[src/rtl/bprs_pkg.sv]
package bprs_pkg;

    localparam int BYTE_W   = 8;
    localparam int NUM_SRC  = 2;
    localparam int SRC_SEL_W = $clog2(NUM_SRC);

    // control byte bit positions (decoded by the register block and software)
    localparam int CTL_RUN  = 7;
    localparam int CTL_SRST = 6;
    localparam int CTL_SRC  = 5;
    localparam int CTL_RSV_HI = 4;
    localparam int CTL_RSV_LO = 3;

    typedef enum logic {
        SEL_RELOAD = 1'b0,
        SEL_CTRL   = 1'b1
    } reg_sel_e;

    typedef struct packed {
        logic       run;
        logic       srst;
        logic       src;
    } ctl_flags_t;

    function automatic ctl_flags_t flags_from_byte(input logic [BYTE_W-1:0] b);
        ctl_flags_t f;
        f.run  = b[CTL_RUN];
        f.srst = b[CTL_SRST];
        f.src  = b[CTL_SRC];
        return f;
    endfunction

endpackage

[src/rtl/bprs_regs.sv]
module bprs_regs
    import bprs_pkg::*;
#(
    parameter int HI_W = 3
) (
    input  logic              clk,
    input  logic              rst,
    input  logic              wr,
    input  logic              sel,
    input  logic [BYTE_W-1:0] wdata,
    output logic [BYTE_W-1:0] rdata,
    output ctl_flags_t        flags_q,
    output logic [HI_W+BYTE_W-1:0] div_q,
    output logic [HI_W+BYTE_W-1:0] div_nxt,
    output logic              force_load
);

    logic            ctl_we;
    logic            rld_we;
    ctl_flags_t      wr_flags;
    logic [HI_W-1:0] hi_q;
    logic [BYTE_W-1:0] lo_q;
    logic            unused_rsvd;

    assign ctl_we   = wr && (reg_sel_e'(sel) == SEL_CTRL);
    assign rld_we   = wr && (reg_sel_e'(sel) == SEL_RELOAD);
    assign wr_flags = flags_from_byte(wdata);
    assign unused_rsvd = ^wdata[CTL_RSV_HI:CTL_RSV_LO];

    always_ff @(posedge clk) begin
        if (rst) begin
            flags_q <= '0;
            hi_q    <= '0;
            lo_q    <= '0;
        end else begin
            flags_q.srst <= 1'b0;
            if (ctl_we) begin
                flags_q.run  <= wr_flags.run;
                flags_q.srst <= wr_flags.srst;
                flags_q.src  <= wr_flags.src;
                hi_q         <= wdata[HI_W-1:0];
            end
            if (rld_we) begin
                lo_q <= wdata;
            end
        end
    end

    assign div_q      = {hi_q, lo_q};
    assign div_nxt    = {(ctl_we ? wdata[HI_W-1:0] : hi_q), (rld_we ? wdata : lo_q)};
    assign force_load = ctl_we && wr_flags.srst;

    always_comb begin
        rdata = '0;
        if (reg_sel_e'(sel) == SEL_CTRL) begin
            rdata[CTL_RUN]    = flags_q.run;
            rdata[CTL_SRST]   = flags_q.srst;
            rdata[CTL_SRC]    = flags_q.src;
            rdata[HI_W-1:0]   = hi_q;
        end else begin
            rdata = lo_q;
        end
    end

endmodule

[src/rtl/bprs_src_mux.sv]
module bprs_src_mux
    import bprs_pkg::*;
(
    input  logic [NUM_SRC-1:0]   src_en,
    input  logic [SRC_SEL_W-1:0] sel,
    output logic                 en
);

    logic [NUM_SRC-1:0] hit;

    for (genvar i = 0; i < NUM_SRC; i++) begin : g_src
        assign hit[i] = src_en[i] && (sel == SRC_SEL_W'(i));
    end

    assign en = |hit;

endmodule

[src/rtl/bprs_counter.sv]
module bprs_counter #(
    parameter int DIV_W = 11
) (
    input  logic             clk,
    input  logic             rst,
    input  logic             run,
    input  logic             src_en,
    input  logic             force_load,
    input  logic [DIV_W-1:0] load_val,
    input  logic [DIV_W-1:0] reload_val,
    output logic             tick
);

    logic [DIV_W-1:0] cnt_q;
    logic             at_zero;

    assign at_zero = (cnt_q == '0);

    always_ff @(posedge clk) begin
        if (rst) begin
            cnt_q <= '0;
            tick  <= 1'b0;
        end else begin
            tick <= run && src_en && at_zero;
            if (force_load || !run) begin
                cnt_q <= load_val;
            end else if (src_en) begin
                cnt_q <= at_zero ? reload_val : cnt_q - 1'b1;
            end
        end
    end

endmodule

[src/rtl/baud_prescaler.sv]
module baud_prescaler
    import bprs_pkg::*;
#(
    parameter int DIV_W = 11
) (
    input  logic              clk,
    input  logic              rst,
    input  logic              reg_wr,
    input  logic              reg_sel,
    input  logic [BYTE_W-1:0] reg_wdata,
    output logic [BYTE_W-1:0] reg_rdata,
    input  logic              src_a,
    input  logic              src_b,
    output logic              baud_tick,
    output logic              uart_rst
);

    localparam int HI_W = DIV_W - BYTE_W;

    ctl_flags_t       flags_q;
    logic [DIV_W-1:0] div_q;
    logic [DIV_W-1:0] div_nxt;
    logic             force_load;
    logic             run_q;
    logic             sel_en;

    bprs_regs #(.HI_W(HI_W)) u_regs (
        .clk        (clk),
        .rst        (rst),
        .wr         (reg_wr),
        .sel        (reg_sel),
        .wdata      (reg_wdata),
        .rdata      (reg_rdata),
        .flags_q    (flags_q),
        .div_q      (div_q),
        .div_nxt    (div_nxt),
        .force_load (force_load)
    );

    bprs_src_mux u_mux (
        .src_en ({src_b, src_a}),
        .sel    (flags_q.src),
        .en     (sel_en)
    );

    assign run_q = flags_q.run;

    bprs_counter #(.DIV_W(DIV_W)) u_cnt (
        .clk        (clk),
        .rst        (rst),
        .run        (run_q),
        .src_en     (sel_en),
        .force_load (force_load),
        .load_val   (div_nxt),
        .reload_val (div_q),
        .tick       (baud_tick)
    );

    assign uart_rst = flags_q.srst;

endmodule

[config.mk]
export PLATFORM = sky130hd
export DESIGN_NAME = baud_prescaler
export DESIGN_NICKNAME = d
export VERILOG_FILES = /design/src/rtl/bprs_pkg.sv /design/src/rtl/bprs_regs.sv /design/src/rtl/bprs_src_mux.sv /design/src/rtl/bprs_counter.sv /design/src/rtl/baud_prescaler.sv
export SDC_FILE = /design/constraint.sdc
export NUM_CORES = 1
export LEC_CHECK = 0
export CAP_MARGIN = 5
export CELL_PAD_IN_SITES_DETAIL_PLACEMENT = 0
export CELL_PAD_IN_SITES_GLOBAL_PLACEMENT = 1
export CORE_MARGIN = 4
export CORE_UTILIZATION = 42
export CTS_CLUSTER_DIAMETER = 50
export CTS_CLUSTER_SIZE = 40
export DETAILED_ROUTE_END_ITERATION = 12
export DONT_BUFFER_PORTS = 1
export GPL_TIMING_DRIVEN = 1
export HOLD_SLACK_MARGIN = 0.03
export PLACE_DENSITY_LB_ADDON = 0.15
export SETUP_SLACK_MARGIN = 0.4
export SYNTH_ARGS = -nofsm -noshare
export SYNTH_HDL_FRONTEND = slang
export SYNTH_SLANG_ARGS = --single-unit
[constraint.sdc]
create_clock -name clk -period 1.7 [get_ports clk]
set_clock_uncertainty 0.15 [all_clocks]
set_input_delay 0.34 -clock clk [delete_from_list [all_inputs] [get_ports clk]]
set_output_delay 0.34 -clock clk [all_outputs]
set_load 0.02 [all_outputs]
* Yosys cells after proc, flatten, opt, wreduce, memory -nomap -nowiden
Cells that the tools add are included.
Widths: inputs -> output; s select.
** Storage, ports and cells
- Flip-flop bits (word level) :: 26
- Input bits :: 14
- Output and inout bits :: 10
** Cells by class
- Add/sub/neg operators :: 1
- Mux-type cells :: 8
- Bitwise operators :: 3
- Reductions and logical operators :: 13
** Operators with widths (count)
- $mux 11 :: 3
- $logic_not 11->1 :: 1
- $sub 11x1->11 const B :: 1
- $mux 3 :: 3
- $mux 8 :: 1
- $logic_and 1x1->1 :: 7
- $reduce_or 2->1 :: 2
- $not 1->1 :: 3
- $mux 2 :: 1
- $reduce_bool 2->1 :: 1
- $logic_not 1->1 :: 1
- $logic_or 1x1->1 :: 1

* Logic depth before layout (Yosys ltp)
- Word-level depth :: 5
- Depth in mapped cells :: 7
- Depth with buffers taken out :: 6

* Hierarchy
From an unflattened synthesis, not the netlist that was laid out.
** Unflattened totals
- Cell total of the unflattened synthesis :: 184
- Area total of the unflattened synthesis :: 1803.0 um^2
** Modules (own cells, without submodules)
- bprs_counter :: instances 1, cells each 105, area each 942.2 um^2
- bprs_regs :: instances 1, cells each 78, area each 845.8 um^2
- bprs_src_mux :: instances 1, cells each 1, area each 15.0 um^2

* Worst setup path before layout
OpenSTA, ideal clock, no wires.
- Path type :: flip-flop to flip-flop
- Start point :: reg u_cnt.cnt_q[0]
- End point :: reg u_cnt.cnt_q[6]
- Arrival :: 1.507 ns
- Setup slack :: -0.089 ns
- Cell stages (with the launch flop) :: 7
- Clock period less this slack :: 1.789 ns
- Cells stage by stage :: dfxtp_1 inv_1 ha_1 or3b_1 o31a_1 nor3_1 o22ai_1
** Between the ends
- Word-level cells in the longest chain between the ends :: 4
** RTL lines
- start, declared :: line bprs_counter.sv:14 : logic [DIV_W-1:0] cnt_q;
- start signal, assigned :: line bprs_counter.sv:26 : cnt_q <= load_val;
- start signal, assigned :: line bprs_counter.sv:28 : cnt_q <= at_zero ? reload_val : cnt_q - 1'b1;
- $sub 11x1->11 or $logic_not 11->1 (tied branches) :: line bprs_counter.sv:28, bprs_counter.sv:17
- $mux 11 (*) :: line bprs_counter.sv:28
- $mux 11 (*) :: line bprs_counter.sv:27 : end else if (src_en) begin
- $mux 11 (*) :: line bprs_counter.sv:25 : if (force_load || !run) begin
Every way passes the cells marked *; elsewhere a longest branch is shown, timed or not. The select of a mux whose other input is x is not followed.
A chain may end at the register's enable or synchronous reset.

* Worst setup path after layout
Same ends and word-level chain as after synthesis.

==> results.cfg <==
[route]
first_iter_violations = 59
via_count = 1400
viasPerCell = 5.69
route.detailed.drc = 0
totalWireLength_mm = 4.42
wl_per_cell_um = 17.9
first_pass_iters = 4
ant_nets = 0

[synth]
synth-seq-cells = 26
avgSynthCellArea_sq_um = 9.01
synthesis.instances = 170
synthArstFlopShare_pct = 0
post-synth-top-count-cell = dfxtp_1
ys_seq_area_share_pct = 34.0
synthFlopType = dfxtp_1
yosys_warnings = 0
netlist_top_cells_area = dfxtp_1, mux2_2, mux2i_1, nor2_1, nand2_1
synth.distinct_cells = 47
synth.top_cell.area_share_pct = 34.0
syn_area_sq_mm = 0.00153
synth_area_leader_cell = dfxtp_1
synth_edf_count = 0
syn_nets = 186
yosys-top-cells-count = dfxtp_1, nor2_1, mux2_2, nand2_1, mux2i_1

[status]
violations = negative hold slack
status = finished with violations

[flow_run]
maxCapViolations = 0

[grt]
overflow = 0
grt_pass1_wl_mm = 7.22
gr-usage-all-layers_pct = 21.0
antenna_found_initial = 0
grt_max_degree = 29
first_global_vias = 1464

[placed_design]
gp_congestion = 0.846
dp_slack_ps = -124
dpl.hpwl_mm = 3.07
io_buffer_count = 0
placed_cells = 231

[worst_setup_path]
regToRegSetupSlack_ps = 6
crit_path_top_delay_cell = or3b_4
crit_type = flip-flop to flip-flop
start_kind = flip-flop
reg2regPathDepth = 6
r2r_start = u_cnt.cnt_q[0]$_SDFFE_PP0P_
critPathMaxFanout = 3
worst-endpoint-required_ps = 1770
cp-endpoint = u_cnt.cnt_q[6]$_SDFFE_PP0P_
startpoint = u_cnt.cnt_q[0]$_SDFFE_PP0P_
arrival_ps = 1770
r2r-end = u_cnt.cnt_q[6]$_SDFFE_PP0P_
crit_chain = inv_4, ha_4, or3b_4, o31a_1, nor3_2, o22ai_1
setup.worst_path.end_class = flip-flop
slowest_delay_ps = 370

[timing]
slew_viol_final = 0
final.setup.tns_ps = 0
slew_headroom_pct = 77.9
fmax_mhz = 590
rsz0062_at_grt = true
fin_ws_ps = 6.15
fin_crit_sh_pct = 99.6
hold_ws_ps = -104
hold_viol = 25
worst_pin_slew_ps = 329
fin_crit_ps = 1690
setup_viol = 0

[floorplanning]
die-height_um = 68.4
std_cell_rows = 21
core_area_sq_mm = 0.00342
start_util_pct = 44.8
io_pins = 24
die_w_um = 68.4
die_area_sq_mm = 0.00468

[clocking]
numCtsBuffers = 3
worst_skew_pair.late_latency_ps = 320
h-tree-depth = 1
cts.clk_slew.worst_paths_ps = 150
cts_root_buffer = clkbuf_4
cts_sinks = 26
cts_tree = yes
cts_buffer_depth = 2

[final_layout]
area_growth_pct = 32.8
drive_gt1_share_pct = 48.5
post-route-util_pct = 59.6
fillers = 316
multiInputGateArea_sq_mm = 0.00110
n_antenna_cell = 0
fin_nets = 217
stdcell_count = 246
final-seq-area_sq_um = 543

[worst_hold_path]
worstHoldStart = rst
hp-class = input port to flip-flop

[power]
power_uw = 1560
power_leakage_uw = 0.000825
power.density_mw_per_mm2 = 765
ir_drop_uv = 595
[metrics by stage]
step                area (sq um)  hold slack (ps)
floorplan                   1590              314
global placement            1770              252
detailed placement          1770              253
CTS                         2010             -114
global route                2030             -145
finish                      2030             -104
[cell families (layout without fill, tap and decap cells)]
family | Yosys count | after routing | share of synthesized area, %
simple gates | 67 | 67 | 23.5
compound gates | 32 | 32 | 15.8
mux | 28 | 28 | 19.6
flops | 26 | 26 | 34.0
buf+inv | 12 | 42 | 3.76
xor+xnor | 3 | 3 | 1.72
fa+ha+maj | 2 | 2 | 1.63
[worst min-delay path by stage]
stage                                  end  slack (ps)  cells past startpoint
2_1_floorplan  u_cnt.cnt_q[1]$_SDFFE_PP0P_         310                      2
4_1_cts        u_cnt.cnt_q[0]$_SDFFE_PP0P_        -110                      1
5_1_grt        u_cnt.cnt_q[0]$_SDFFE_PP0P_        -150                      1
3_5_place_dp   u_cnt.cnt_q[0]$_SDFFE_PP0P_         250                      1
3_3_place_gp   u_cnt.cnt_q[0]$_SDFFE_PP0P_         250                      1
6_report       u_cnt.cnt_q[0]$_SDFFE_PP0P_        -100                      1
[state kept, by name, summed over array words and instances, names as in the netlist]
name / flops
u_cnt.cnt_q: 11
u_cnt.tick: 1
u_regs.flags_q: 3
u_regs.hi_q: 3
u_regs.lo_q: 8
[timing repair]
action | in CTS | in global routing
gates cloned | 0 | 0
pin swaps | 9 | 8
resized for setup | 40 | 5
setup endpoints to repair | 21 | 21
setup buffers | 10 | 1
endpoints found under the hold margin | 25 | 25
[area by class of cell]
class	count	share of cell area (%)
inverters	3	0.800
well taps	46	2.83
repair buffers	35	13.8
multi-input cells	132	54.1
flip-flops and latches	26	26.7
clock buffers	4	1.78
[worst max-delay path: cells and delay by family, from the launching register on]
family / cells / cell delay [ps]
buf+inv: 1 / 80
compound gates: 2 / 350
flops: 1 / 360
simple gates: 2 / 520
fa+ha+maj: 1 / 120
[cells in the final DEF (no fill, tap or decap), drive strengths merged, types with 3 or more instances in the layout]
cell	instances
buf	35
dfxtp	26
nor2	24
mux2	16
nand2	13
mux2i	12
nand3	5
o22ai	5
a21oi	5
nor3	5
nand4	4
clkbuf	4
nand2b	3
inv	3
nor3b	3
o21ai	3
[report_power, final]
group	switching (uW)	internal (uW)	leakage (uW)	total, uW
logic	270	289	0.000584	558
registers	34.6	643	0.000219	677
clock network	189	131	0.0000210	320
total	493	1060	0.000825	1560
[per-layer routing]
metal	vias up	GRT usage [%]	wire length, um
met3	2	5.25	161
met1	681	23.7	1940
met4	0	3.97	21
li1	692	-	-
met5	-	0	0
met2	25	39.3	2290
No activity file was read; power rests on OpenSTA's default activity.
